===== config.mk =====
export PLATFORM = sky130hd
export DESIGN_NAME = sca_stop_ctrl
export DESIGN_NICKNAME = d
export VERILOG_FILES = /design/src/rtl/sca_pkg.sv /design/src/rtl/sca_depth_cfg.sv /design/src/rtl/sca_ring_pos.sv /design/src/rtl/sca_roi_walker.sv /design/src/rtl/sca_stop_ctrl.sv
export SDC_FILE = /design/constraint.sdc
export NUM_CORES = 1
export LEC_CHECK = 0
export ABC_AREA = 1
export BUFFER_PORTS_ARGS = -buffer_cell sky130_fd_sc_hd__buf_2
export CAP_MARGIN = 20
export CORE_UTILIZATION = 45
export CTS_BUF_LIST = sky130_fd_sc_hd__clkbuf_2
export DETAILED_ROUTE_END_ITERATION = 12
export PLACE_DENSITY_LB_ADDON = 0.12
export SYNTH_ARGS = -nofsm -noshare
export SYNTH_HDL_FRONTEND = slang
export SYNTH_SLANG_ARGS = --single-unit
export TNS_END_PERCENT = 50

===== constraint.sdc =====
create_clock -name clk -period 3.35 [get_ports clk]
set_input_delay 0.335 -clock clk [delete_from_list [all_inputs] [get_ports clk]]
set_output_delay 0.335 -clock clk [all_outputs]
set_load 0.05 [all_outputs]

===== src/rtl/sca_pkg.sv =====
package sca_pkg;

    typedef enum logic [1:0] {
        PH_SAMPLE = 2'd0,
        PH_DELAY  = 2'd1,
        PH_READ   = 2'd2
    } phase_e;

endpackage


===== src/rtl/sca_depth_cfg.sv =====
module sca_depth_cfg #(
    parameter int BASE_DEPTH = 1024,
    parameter int MODE_W     = 2,
    parameter int ADDR_W     = 13,
    parameter int ROI_W      = 14
) (
    input  logic [MODE_W-1:0] mode,
    input  logic [ROI_W-1:0]  roi_len,
    output logic [ADDR_W-1:0] mask,
    output logic [ROI_W-1:0]  roi_eff
);
    localparam int N_MODES = 1 << MODE_W;

    logic [ROI_W-1:0] depth_tbl [N_MODES];

    for (genvar m = 0; m < N_MODES; m++) begin : g_depth
        assign depth_tbl[m] = ROI_W'(BASE_DEPTH << m);
    end

    logic [ROI_W-1:0] depth;

    always_comb begin
        depth = depth_tbl[mode];
        mask  = ADDR_W'(depth - ROI_W'(1));
        if (roi_len == '0 || roi_len > depth) begin
            roi_eff = depth;
        end else begin
            roi_eff = roi_len;
        end
    end

endmodule


===== src/rtl/sca_ring_pos.sv =====
module sca_ring_pos #(
    parameter int ADDR_W = 13
) (
    input  logic              clk,
    input  logic              rst_n,
    input  logic              advance,
    input  logic              clear,
    input  logic [ADDR_W-1:0] mask,
    output logic [ADDR_W-1:0] pos
);
    typedef struct packed {
        logic [ADDR_W-1:0] pos;
    } ring_t;

    ring_t cur_q, nxt_d;

    always_comb begin
        nxt_d = cur_q;
        if (clear) begin
            nxt_d.pos = '0;
        end else if (advance) begin
            nxt_d.pos = (cur_q.pos + ADDR_W'(1)) & mask;
        end
    end

    always_ff @(posedge clk or negedge rst_n) begin
        if (!rst_n) begin
            cur_q <= '0;
        end else begin
            cur_q <= nxt_d;
        end
    end

    assign pos = cur_q.pos;

    // with neither advance nor clear the position holds
    a_r4_hold: assert property (@(posedge clk) disable iff (!rst_n)
        (!advance && !clear) |=> $stable(cur_q.pos));

    // clear always lands on cell 0
    a_r6_clear_zero: assert property (@(posedge clk) disable iff (!rst_n)
        clear |=> (cur_q.pos == '0));

endmodule


===== src/rtl/sca_roi_walker.sv =====
module sca_roi_walker #(
    parameter int ADDR_W = 13,
    parameter int ROI_W  = 14
) (
    input  logic              clk,
    input  logic              rst_n,
    input  logic              load,
    input  logic [ADDR_W-1:0] start_addr,
    input  logic [ROI_W-1:0]  length,
    input  logic              step,
    input  logic [ADDR_W-1:0] mask,
    output logic [ADDR_W-1:0] addr,
    output logic              last
);
    typedef struct packed {
        logic [ADDR_W-1:0] addr;
        logic [ROI_W-1:0]  left;
    } walk_t;

    walk_t cur_q, nxt_d;

    always_comb begin
        nxt_d = cur_q;
        if (load) begin
            nxt_d.addr = start_addr;
            nxt_d.left = length;
        end else if (step) begin
            nxt_d.addr = (cur_q.addr + ADDR_W'(1)) & mask;
            if (cur_q.left != '0) begin
                nxt_d.left = cur_q.left - ROI_W'(1);
            end
        end
    end

    always_ff @(posedge clk or negedge rst_n) begin
        if (!rst_n) begin
            cur_q <= '0;
        end else begin
            cur_q <= nxt_d;
        end
    end

    assign addr = cur_q.addr;
    assign last = (cur_q.left == ROI_W'(1));

    // a step moves the address up by one inside the ring
    a_r5_step_wrap: assert property (@(posedge clk) disable iff (!rst_n)
        (step && !load) |=> (cur_q.addr == ((($past(cur_q.addr)) + ADDR_W'(1)) & $past(mask))));

    // the address never leaves the masked ring range
    a_r5_in_range: assert property (@(posedge clk) disable iff (!rst_n)
        (step && !load) |=> ((cur_q.addr & ~($past(mask))) == '0));

endmodule


===== src/rtl/sca_stop_ctrl.sv =====
module sca_stop_ctrl
    import sca_pkg::*;
#(
    parameter int BASE_DEPTH = 1024,
    parameter int MODE_W     = 2,
    parameter int DELAY_W    = 16,
    parameter int IGN_W      = 8,
    localparam int ADDR_W    = $clog2(BASE_DEPTH) + (1 << MODE_W) - 1,
    localparam int ROI_W     = ADDR_W + 1
) (
    input  logic               clk,
    input  logic               rst_n,
    input  logic               sample_tick,
    input  logic               trig,
    input  logic [MODE_W-1:0]  depth_mode,
    input  logic [DELAY_W-1:0] stop_delay,
    input  logic [ROI_W-1:0]   roi_len,
    input  logic               rd_strobe,
    output logic [ADDR_W-1:0]  wr_pos,
    output logic [ADDR_W-1:0]  stop_cell,
    output logic [ADDR_W-1:0]  rd_addr,
    output logic               rd_valid,
    output logic               done,
    output logic               busy,
    output logic [IGN_W-1:0]   ign_count
);
    typedef struct packed {
        phase_e             phase;
        logic [DELAY_W-1:0] wait_cnt;
        logic [MODE_W-1:0]  mode;
        logic [ADDR_W-1:0]  stop_cell;
        logic               done;
        logic [IGN_W-1:0]   ign;
    } ctrl_t;

    ctrl_t cur_q, nxt_d;

    logic [MODE_W-1:0] mode_sel;
    logic [ADDR_W-1:0] ring_mask;
    logic [ROI_W-1:0]  roi_eff;
    logic              ring_adv;
    logic              ring_clr;
    logic              walk_load;
    logic              walk_step;
    logic              walk_last;
    logic [ADDR_W-1:0] pos_w;
    logic [ADDR_W-1:0] walk_addr;

    assign mode_sel = (cur_q.phase == PH_SAMPLE) ? depth_mode : cur_q.mode;

    sca_depth_cfg #(
        .BASE_DEPTH (BASE_DEPTH),
        .MODE_W     (MODE_W),
        .ADDR_W     (ADDR_W),
        .ROI_W      (ROI_W)
    ) u_cfg (
        .mode    (mode_sel),
        .roi_len (roi_len),
        .mask    (ring_mask),
        .roi_eff (roi_eff)
    );

    sca_ring_pos #(
        .ADDR_W (ADDR_W)
    ) u_ring (
        .clk     (clk),
        .rst_n   (rst_n),
        .advance (ring_adv),
        .clear   (ring_clr),
        .mask    (ring_mask),
        .pos     (pos_w)
    );

    sca_roi_walker #(
        .ADDR_W (ADDR_W),
        .ROI_W  (ROI_W)
    ) u_walk (
        .clk        (clk),
        .rst_n      (rst_n),
        .load       (walk_load),
        .start_addr (pos_w),
        .length     (roi_eff),
        .step       (walk_step),
        .mask       (ring_mask),
        .addr       (walk_addr),
        .last       (walk_last)
    );

    always_comb begin
        nxt_d      = cur_q;
        nxt_d.done = 1'b0;
        ring_adv   = 1'b0;
        ring_clr   = 1'b0;
        walk_load  = 1'b0;
        walk_step  = 1'b0;

        if (trig && cur_q.phase != PH_SAMPLE && cur_q.ign != '1) begin
            nxt_d.ign = cur_q.ign + IGN_W'(1);
        end

        unique case (cur_q.phase)
            PH_SAMPLE: begin
                ring_adv = sample_tick;
                if (trig) begin
                    nxt_d.phase    = PH_DELAY;
                    nxt_d.wait_cnt = stop_delay;
                    nxt_d.mode     = depth_mode;
                end
            end
            PH_DELAY: begin
                if (cur_q.wait_cnt == '0) begin
                    nxt_d.phase     = PH_READ;
                    nxt_d.stop_cell = pos_w;
                    walk_load       = 1'b1;
                end else if (sample_tick) begin
                    ring_adv       = 1'b1;
                    nxt_d.wait_cnt = cur_q.wait_cnt - DELAY_W'(1);
                end
            end
            PH_READ: begin
                walk_step = rd_strobe;
                if (rd_strobe && walk_last) begin
                    nxt_d.phase = PH_SAMPLE;
                    nxt_d.done  = 1'b1;
                    ring_clr    = 1'b1;
                end
            end
            default: begin
                nxt_d.phase = PH_SAMPLE;
            end
        endcase
    end

    always_ff @(posedge clk or negedge rst_n) begin
        if (!rst_n) begin
            cur_q       <= '0;
            cur_q.phase <= PH_SAMPLE;
        end else begin
            cur_q <= nxt_d;
        end
    end

    assign wr_pos    = pos_w;
    assign stop_cell = cur_q.stop_cell;
    assign rd_addr   = walk_addr;
    assign rd_valid  = (cur_q.phase == PH_READ);
    assign busy      = (cur_q.phase != PH_SAMPLE);
    assign done      = cur_q.done;
    assign ign_count = cur_q.ign;

    // completion is a single-cycle pulse
    a_r6_done_pulse: assert property (@(posedge clk) disable iff (!rst_n)
        done |=> !done);

    // at completion the controller is idle and the ring is back at 0
    a_r6_done_idle: assert property (@(posedge clk) disable iff (!rst_n)
        done |-> (!busy && !rd_valid && wr_pos == '0));

    // completion only follows a strobe during readout
    a_r6_done_cause: assert property (@(posedge clk) disable iff (!rst_n)
        $rose(done) |-> $past(rd_valid && rd_strobe));

    // write position frozen while reading
    a_r4_frozen: assert property (@(posedge clk) disable iff (!rst_n)
        (rd_valid && $past(rd_valid)) |-> $stable(wr_pos));

    // the first read address is the stop cell
    a_r5_start: assert property (@(posedge clk) disable iff (!rst_n)
        $rose(rd_valid) |-> (rd_addr == stop_cell));

    // a trigger during busy bumps the ignore counter
    a_r8_count: assert property (@(posedge clk) disable iff (!rst_n)
        (trig && busy && ign_count != '1) |=> (ign_count == $past(ign_count) + IGN_W'(1)));

    // strobes while sampling start nothing
    a_r9_no_read: assert property (@(posedge clk) disable iff (!rst_n)
        (!busy && !trig) |=> !rd_valid);

endmodule


==> results.json, run 1 <==
{
  "status": "completed",
  "ys_seq_area_frac": 0.391,
  "intPower_mw": 1.69,
  "skew_ps": 33.8,
  "grt_use_total": 0.228,
  "syn-num-nets": 749,
  "synthesis.area_sq_um": 5250,
  "cts_hold_buf": 14,
  "rsz0062_at_grt": "no",
  "hold_path_class": "input port to flop",
  "cp_slowest_cell": "dfrtp_1",
  "setup_tns_ps": 0,
  "cp_common_cell": "nand2_1",
  "dpl.hpwl_um": 9320,
  "grt_pass1_wl_um": 21100,
  "gr-total-overflow": 0,
  "synthCells": 701,
  "num_rows": 39,
  "vdd_drop_max_mv": 0.430,
  "critPathMaxFanout": 10,
  "clk_path_buf_depth": 2,
  "synth_seq_cells": 82,
  "globalplace.congestion": 0.889,
  "p_sw_frac": 0.439,
  "worstPathRequired_ps": 3860,
  "dpl_cell_area_sq_um": 5540,
  "cts_made_buffers": 9,
  "initial_core_util": 0.462,
  "dieArea_sq_um": 12100,
  "max_stage_delay_ps": 480,
  "nNetsFinal": 821,
  "r2r_setup_slack_ps": 520,
  "clk_latency_ps": 600,
  "first_global_vias": 4467,
  "path_clk_slew_ps": 220,
  "whs_ps": 36.7,
  "io_buffers": 86,
  "drtAntennaViolNets": 0,
  "yosysWarnings": 0,
  "drt-pass1-iter-count": 5,
  "layout-drive-gt1-share": 0.174,
  "cts_tree": "built",
  "seq_power_share": 0.447,
  "cts_setup_buffers": 0,
  "antenna_found_initial": 0,
  "fin_crit_sh": 0.845,
  "die_x_um": 110,
  "power.total_mw": 3.02,
  "cts_resized": 0,
  "leakage_nw": 3.09,
  "routed_wl_um": 12800,
  "wire_per_inst_um": 13.9,
  "coreArea_sq_um": 11400,
  "synth.avg_cell_area_sq_um": 7.49,
  "pwr-share-comb": 0.381,
  "finalHoldViolCount": 0,
  "power_density_nw_per_um2": 515,
  "dr.first_iter.drc_count": 212,
  "crit_chain": "nor2_2, nand2_1, o21ai_1, nand2_1, ha_1, nand2_1, inv_1, nand2_1, nor2_1, nand2_1, nand2_1, nand2_1, nor2_2, nand2_1, a21oi_1",
  "drt_drc_violations_left": 0,
  "setup_viol": 0,
  "power.switching_mw": 1.32,
  "path_class": "flop to flop",
  "grt_start_max_net_pins": 83,
  "cts_sinks": 82,
  "cts-root-buf": "clkbuf_2",
  "worst_ep_arrival_time_ps": 3340,
  "max_slew_margin": 0.569,
  "worst_setup_path_end_kind": "flop",
  "io_pins": 87,
  "slew_violations": 0,
  "route.vias.total": 4681,
  "clock_power_share": 0.172,
  "start_kind": "flop",
  "vias_per_cell": 5.09,
  "worstMarginPinSlew_ps": 646,
  "ys_types": 39,
  "fmax_mhz": 353,
  "diodes": 0,
  "h-tree-depth": 3,
  "period_needed_ps": 2830,
  "final_util": 0.515,
  "die_y_um": 110,
  "yosys.area.top_type": "dfrtp_1",
  "cp_top_family": "simple AND/OR/NAND/NOR gates",
  "area_delta_synth_final_pct": 11.6,
  "final_cell_area_sq_um": 5860,
  "cap_violations": 0,
  "synth_top_cell_area_share": 0.391,
  "cp_num_buf_inv": 1,
  "synthTopCellsByArea": "dfrtp_1 39%, nand2_1 12%, inv_1 5.5%, nand3_1 5.4%, nor2_1 5.4%"
}
[worst reg2reg max path, cell delays in order, from the launching register on]
cell and delay (ps):
dfrtp_1 480, nor2_2 270, nand2_1 100, o21ai_1 220, nand2_1 160, ha_1 330, nand2_1 50, inv_1 40
nand2_1 40, nor2_1 90, nand2_1 60, nand2_1 140, nand2_1 150, nor2_2 360, nand2_1 90, a21oi_1 170
[final cells by class]
cell class / count / area [sq um]
timing repair buffer: 108 / 668
clock buffer: 10 / 50.0
fill: 1138 / 5510
inverter: 81 / 305
tap: 143 / 179
multi-input combinational: 491 / 2560
clock inverter: 5 / 46.3
sequential: 82 / 2050
[layout by cell type (no fill, tap or decap), drive strengths merged]
master / synthesis / final
o221ai: 2 / 2
ha: 11 / 11
a21oi: 49 / 49
a31oi: 1 / 1
nor2: 85 / 85
xnor2: 8 / 8
dlygate4sd3: 0 / 20
nand3b: 1 / 1
o211ai: 8 / 8
nand4: 6 / 6
buf: 46 / 88
nand2: 169 / 169
o31ai: 2 / 2
inv: 80 / 80
or2: 2 / 2
o21ai: 39 / 39
nor3: 12 / 12
a22oi: 7 / 7
dfrtp: 82 / 82
nor4: 1 / 1
o21bai: 3 / 3
clkbuf: 1 / 10
xor2: 24 / 24
bufinv: 0 / 1
nand3: 60 / 60
clkinv: 1 / 5
nor3b: 1 / 1
[cell families after synthesis]
group / after synthesis / synth area share
adders and majority gates: 11 / 0.0262
DFF: 82 / 0.391
AOI/OAI and AO/OA: 111 / 0.126
and+or+nand+nor: 337 / 0.282
buffers and inverters: 128 / 0.122
xor gates and xnor gates: 32 / 0.0534
[synth_stat cells (all sizes together)]
| master | instances |
|---|---|
| inv | 80 |
| nor3 | 12 |
| xnor2 | 8 |
| or2 | 2 |
| nand3b | 1 |
| o221ai | 2 |
| o211ai | 8 |
| clkinv | 1 |
| o21ai | 39 |
| nand2 | 169 |
| o31ai | 2 |
| xor2 | 24 |
| ha | 11 |
| nor3b | 1 |
| a22oi | 7 |
| nor4 | 1 |
| a31oi | 1 |
| clkbuf | 1 |
| buf | 46 |
| o21bai | 3 |
| nand3 | 60 |
| nor2 | 85 |
| nand4 | 6 |
| dfrtp | 82 |
| a21oi | 49 |
[per-stage QoR]
step | setup slack (ps) | std cells
2_1_floorplan | 1010 | 701
3_3_place_gp | 707 | 884
3_5_place_dp | 572 | 884
4_1_cts | 494 | 913
5_1_grt | 126 | 920
6_report | 521 | 920
[final timing paths]
path	from	end	cells after the start
max in group asynchronous	rst_n	u_walk.cur_q[9]	3
max reg2reg	cur_q[41]	u_walk.cur_q[8]	15
min	stop_delay[8]	cur_q[32]	3
max	cur_q[41]	u_walk.cur_q[8]	15
min in group asynchronous	rst_n	cur_q[24]	2
min reg2reg	stop_cell[0]	stop_cell[0]	2
[state kept, by name, summed over array words and instances (netlist names)]
signal,cells
cur_q,20
stop_cell,13
u_ring.pos,13
done,1
u_walk.cur_q,14
ign_count,8
u_walk.addr,13
[metal layers]
| layer | wire, um | vias up | GRT usage |
|---|---|---|---|
| met5 | 0 | - | 0 |
| met3 | 486 | 25 | 0.0482 |
| met4 | 325 | 0 | 0.0886 |
| li1 | - | 2381 | - |
| met1 | 6200 | 2164 | 0.306 |
| met2 | 5820 | 111 | 0.358 |
[power groups by stage]
stage               Sequential [mW]  Combinational [mW]  Clock, mW
floorplan                      1.46               0.805          0
global placement               1.36                1.11          0
detailed placement             1.37                1.13          0
CTS                            1.35                1.15      0.529
global route                   1.38                1.29      0.584
finish                         1.35                1.15      0.519
(Power assumes the default switching activity.)
==> inputs of run 2 (changes only) <==
==> constraint.sdc (replaced) <==
create_clock -name clk -period 2.9 [get_ports clk]
set_input_delay 0.29 -clock clk [delete_from_list [all_inputs] [get_ports clk]]
set_output_delay 0.29 -clock clk [all_outputs]
set_load 0.05 [all_outputs]
==> run 2 against run 1 <==
Critical endpoint is now u_walk.cur_q[7]. First-iteration DRC count grew 38%. Cell area increased by 2.1%. Register-to-register slack worse by 140 ps. Worst setup slack got worse by 140 ps.
==> results.json, run 2 (synthesis gave the netlist of run 1 again) <==
{
  "status": "completed",
  "r2r_start": "cur_q[41]",
  "die_x_um": 110,
  "power.total_mw": 3.52,
  "largest-register": "cur_q",
  "layout_commonest_cell": "nand2_1",
  "cap_violations": 0,
  "globalplace.congestion": 0.890,
  "first_global_vias": 4408,
  "dpl.hpwl_um": 9360,
  "dp_slack_ps": 119,
  "nNetsFinal": 832,
  "grt_use_total": 0.228,
  "cts_made_buffers": 9,
  "cts-root-buf": "clkbuf_2",
  "worst_setup_path_end_kind": "flop",
  "worstPathRequired_ps": 3420,
  "gr-total-overflow": 0,
  "coreArea_sq_um": 11400,
  "power_density_nw_per_um2": 588,
  "clk_latency_ps": 590,
  "leakage_nw": 3.14,
  "cts_setup_buffers": 0,
  "route.vias.total": 4772,
  "drt_drc_violations_left": 0,
  "grt_pass1_wl_um": 21100,
  "setup_viol": 0,
  "vdd_drop_max_mv": 0.386,
  "die_y_um": 110,
  "fmax_mhz": 397,
  "wire_per_inst_um": 13.9,
  "io_pins": 87,
  "fillers": 1178,
  "h-tree-depth": 3,
  "fin_ws_ps": 379,
  "vias_per_cell": 5.13,
  "r2r_setup_slack_ps": 380,
  "setup_tns_ps": 0,
  "worstMarginPinSlew_ps": 640,
  "layout_common_cells": "163 x nand2_1, 85 x buf_2, 82 x dfrtp_1",
  "max_slew_margin": 0.573,
  "finalHoldViolCount": 0,
  "area_delta_synth_final_pct": 14.0,
  "hold_path_class": "input port to asynchronous set/reset pin",
  "io_buffers": 86,
  "antenna_found_initial": 0,
  "clk_path_buf_depth": 2,
  "initial_core_util": 0.462,
  "grt_start_max_net_pins": 83,
  "layout-drive-gt1-share": 0.181,
  "num_rows": 39,
  "period_needed_ps": 2520,
  "critPathMaxFanout": 7,
  "cts_sinks": 82,
  "start_kind": "flop",
  "r2r_end": "u_walk.cur_q[7]",
  "slew_violations": 0,
  "dr.first_iter.drc_count": 292,
  "routed_wl_um": 12900,
  "drtAntennaViolNets": 0,
  "path_clk_slew_ps": 230,
  "fin_crit_sh": 0.869,
  "reg_top3": "cur_q (20), u_walk.cur_q (14)",
  "drt-pass1-iter-count": 4,
  "largest_reg_flops": 20,
  "path_class": "flop to flop",
  "crit_path_start": "cur_q[41]",
  "rr_worst_depth": 13,
  "crit_path_end": "u_walk.cur_q[7]",
  "dieArea_sq_um": 12100,
  "skew_ps": 43.8,
  "rsz0062_at_grt": "no",
  "cts_tree": "built",
  "worst_ep_arrival_time_ps": 3040,
  "diodes": 0
}
run 2: cell types whose count changed in the layout (fill, tap and decap cells not counted):
cell	delta
nor2_2	-1
clkinv_1	-2
clkinv_4	+2
o21ai_1	-1
o21ai_2	+1
nor2_4	+2
nand2_2	+1
buf_4	+3
dlygate4sd3_1	+7
nand2_1	-1
run 2: report_power, final:
group | switching (mW) | leakage, nW | total, mW | internal (mW)
combinational | 0.909 | 2.07 | 1.35 | 0.436
sequential | 0.217 | 1.00 | 1.56 | 1.34
clock | 0.422 | 0.0694 | 0.619 | 0.197
total | 1.55 | 3.14 | 3.52 | 1.97
run 2: worst min-delay path by stage:
stage	depth (start not counted)	slack, ps	to	start
after floorplan	0	-6	cur_q[22]	rst_n
after global placement	2	460	stop_cell[9]	stop_cell[9]
after detailed placement	2	460	stop_cell[5]	stop_cell[5]
after CTS	3	8	cur_q[38]	stop_delay[14]
after global routing	2	20	stop_cell[12]	rst_n
final	2	40	stop_cell[12]	rst_n
run 2: critical path: stages, from the launching register on:
cell     delay [ps]
dfrtp_1         490
nor2_4          200
o21ai_2         120
or2_2           330
ha_1            280
nand2_1          80
inv_1            50
nand2_1          60
nand2_1          50
nand2_1         160
nand2_2         160
nor2_2          270
nand2_1          80
a21oi_1         150
run 2: what timing repair did:
item	CTS	global route
resized for setup	0	4
hold endpoints to repair	108	0
setup endpoints to repair	0	10
hold buffers	27	0
run 2: per-layer routing:
layer  vias to the layer above  track usage  share of wire
li1                       2404            -              -
met1                      2240        0.309           0.48
met2                       109        0.370           0.47
met3                        19       0.0282          0.034
met4                         0       0.0886          0.019
met5                         -            0              0
run 2: cell type report:
type                       count  area [sq um]  share of cell area
clock buffer                  10          50.0             0.00836
sequential                    82          2050               0.343
multi-input combinational    492          2580               0.431
timing repair buffer         118           761               0.127
inverter                      81           305              0.0510
tap                          143           179              0.0299
clock inverter                 5          56.3             0.00941
run 2: metrics by stage:
step                      std cells  hold WS [ps]  instance area (sq um)   util
after detailed placement        887           462                   5560  0.489
after global routing            931          18.5                   5980  0.526
final                           931          37.6                   5980  0.526
after floorplan                 701         -5.59                   5250      -
after global placement          887           459                   5560  0.489
after CTS                       929          8.37                   5930  0.522
==> inputs of run 3 (changes only) <==
--- a/config.mk
+++ b/config.mk
@@ -5,7 +5,6 @@
 export SDC_FILE = /design/constraint.sdc
 export NUM_CORES = 1
 export LEC_CHECK = 0
-export ABC_AREA = 1
 export BUFFER_PORTS_ARGS = -buffer_cell sky130_fd_sc_hd__buf_2
 export CAP_MARGIN = 20
 export CORE_UTILIZATION = 45
==> run 3 against run 2 <==
Maximum frequency shrank 4.5%. Via count shrank 5.9%. Synthesized area shrank 4.6%. Clock skew shrank 15 ps. Clock power grew 1%. Sequential share of layout area grew 1.5 points. Total power shrank 30%. Final cell count shrank 15%. Cell area shrank 4.3%. Die area shrank 4.5%. Critical path type unchanged. Highest routed layer unchanged.
==> results.json, run 3 <==
{
  "yosysWarnings": 0,
  "layout_common_cells": "85 x buf_2, 82 x nand2_1, 82 x dfrtp_1",
  "h-tree-depth": 3,
  "worstPathRequired_ps": 3420,
  "gr-total-overflow": 0,
  "path_class": "flop to flop",
  "max_slew_margin": 0.489,
  "finalHoldViolCount": 0,
  "synth-async-reset-ratio": 1.00,
  "cts_made_buffers": 9,
  "power_density_nw_per_um2": 428,
  "drt-pass1-iter-count": 4,
  "die_x_um": 107,
  "whs_ps": 55.7,
  "reg_top3": "cur_q (20), u_walk.cur_q (14)",
  "skew_ps": 28.6,
  "syn-num-nets": 615,
  "final_util": 0.528,
  "setup_viol": 0,
  "drt_drc_violations_left": 0,
  "grt_start_max_net_pins": 83,
  "first_global_vias": 4181,
  "clk_latency_ps": 580,
  "io_pins": 87,
  "diodes": 0,
  "leakage_nw": 2.74,
  "worst_setup_path_end_kind": "flop",
  "start_kind": "flop",
  "rsz0062_at_grt": "no",
  "yosys.area.top_type": "dfrtp_1",
  "synthTopCellsByArea": "dfrtp_1 41%, nand2_1 6.1%, buf_4 5.4%, o21ai_0 2.8%, nor2_1 2.8%",
  "vdd_drop_max_mv": 0.533,
  "fmax_mhz": 379,
  "largest-register": "cur_q",
  "fin_crit_sh": 0.911,
  "dpl.hpwl_um": 9130,
  "largest_reg_flops": 20,
  "layout_commonest_cell": "buf_2",
  "die_y_um": 107,
  "worst_ep_arrival_time_ps": 3170,
  "antenna_found_initial": 0,
  "ys_seq_area_frac": 0.410,
  "clk_path_buf_depth": 2,
  "worstMarginPinSlew_ps": 764,
  "synthTopCellsByCount": "82 x dfrtp_1, 82 x nand2_1, 37 x nor2_1",
  "cts_tree": "built",
  "synthCells": 567,
  "area_delta_synth_final_pct": 14.4,
  "grt_use_total": 0.239,
  "dpl_cell_area_sq_um": 5340,
  "nNetsFinal": 691,
  "grt_pass1_wl_um": 21400,
  "power.total_mw": 2.45,
  "cap_violations": 0,
  "synth_seq_cells": 82,
  "synthesis.area_sq_um": 5010,
  "globalplace.congestion": 0.808,
  "routed_wl_um": 13000,
  "synth.avg_cell_area_sq_um": 8.83,
  "dr.first_iter.drc_count": 268,
  "slew_violations": 0,
  "ys_types": 64,
  "num_rows": 38,
  "status": "completed",
  "synth-edff-count": 0,
  "synth_top_cell_area_share": 0.410,
  "path_clk_slew_ps": 220,
  "vias_per_cell": 5.70,
  "cts_sinks": 82,
  "critPathMaxFanout": 12,
  "drtAntennaViolNets": 0,
  "wire_per_inst_um": 16.5,
  "synth_flop_cell": "dfrtp_1",
  "hold_path_class": "input port to flop",
  "setup_tns_ps": 0,
  "cts-root-buf": "clkbuf_2",
  "coreArea_sq_um": 10800,
  "io_buffers": 86,
  "layout-drive-gt1-share": 0.208,
  "final_cell_area_sq_um": 5730,
  "route.vias.total": 4490,
  "dieArea_sq_um": 11600,
  "initial_core_util": 0.462,
  "period_needed_ps": 2640
}
[run 3: routing by layer]
metal	up-vias	routed length, um	global-route usage
met5	-	0	0
met4	0	198	0.0851
met3	15	612	0.0406
met2	108	6040	0.374
met1	2171	6130	0.333
li1	2196	-	-
[run 3: kinds of logic after synthesis]
| logic type | after synthesis | share of synthesized area |
|---|---|---|
| adder cells (fa/ha/maj) | 11 | 0.0275 |
| XOR/XNOR | 22 | 0.0385 |
| AO/OA/AOI/OAI | 111 | 0.145 |
| multiplexers | 5 | 0.0107 |
| flip-flops | 82 | 0.410 |
| AND/OR/NAND/NOR | 265 | 0.285 |
| buffers and inverters | 71 | 0.0837 |
[run 3: critical path: stages (launching register included)]
cell,delay (ps)
dfrtp_1,550
nor2_4,210
inv_2,90
mux2i_2,170
nand2b_1,180
ha_1,310
and4_1,180
and4_1,190
a21oi_1,40
buf_4,180
nor3b_4,320
a22o_1,190
[run 3: path summary, 6_finish.rpt]
check	endpoint	cells past startpoint	startpoint	slack, ps
max	u_walk.cur_q[1]	11	cur_q[41]	260
min	cur_q[35]	5	stop_delay[11]	60
max reg2reg	u_walk.cur_q[1]	11	cur_q[41]	260
min reg2reg	stop_cell[8]	2	stop_cell[8]	490
max in group asynchronous	u_ring.pos[8]	3	rst_n	2070
min in group asynchronous	u_walk.cur_q[6]	2	rst_n	210
[run 3: timing repair]
action	in CTS	in global routing
setup buffers	0	0
endpoints found under the setup margin	0	9
hold endpoints to repair	106	0
hold buffers	25	0
gates resized for setup	0	1
[run 3: cell type report]
cell class | instances | area (sq um)
multi-input combinational | 414 | 2540
timing repair buffer | 125 | 801
fill | 1050 | 5110
inverter | 11 | 41.3
tap | 140 | 175
sequential | 82 | 2050
clock inverter | 4 | 52.6
clock buffer | 12 | 60.1
[run 3: through the flow]
step	cells	setup slack (ps)
after floorplan	567	31.9
after CTS	787	177
after detailed placement	746	229
after global routing	788	22.6
after global placement	746	361
final	788	259
[run 3: power breakdown]
part	internal [mW]	total, mW	switching [mW]
registers	1.21	1.29	0.0811
logic	0.167	0.535	0.368
clock network	0.208	0.625	0.417
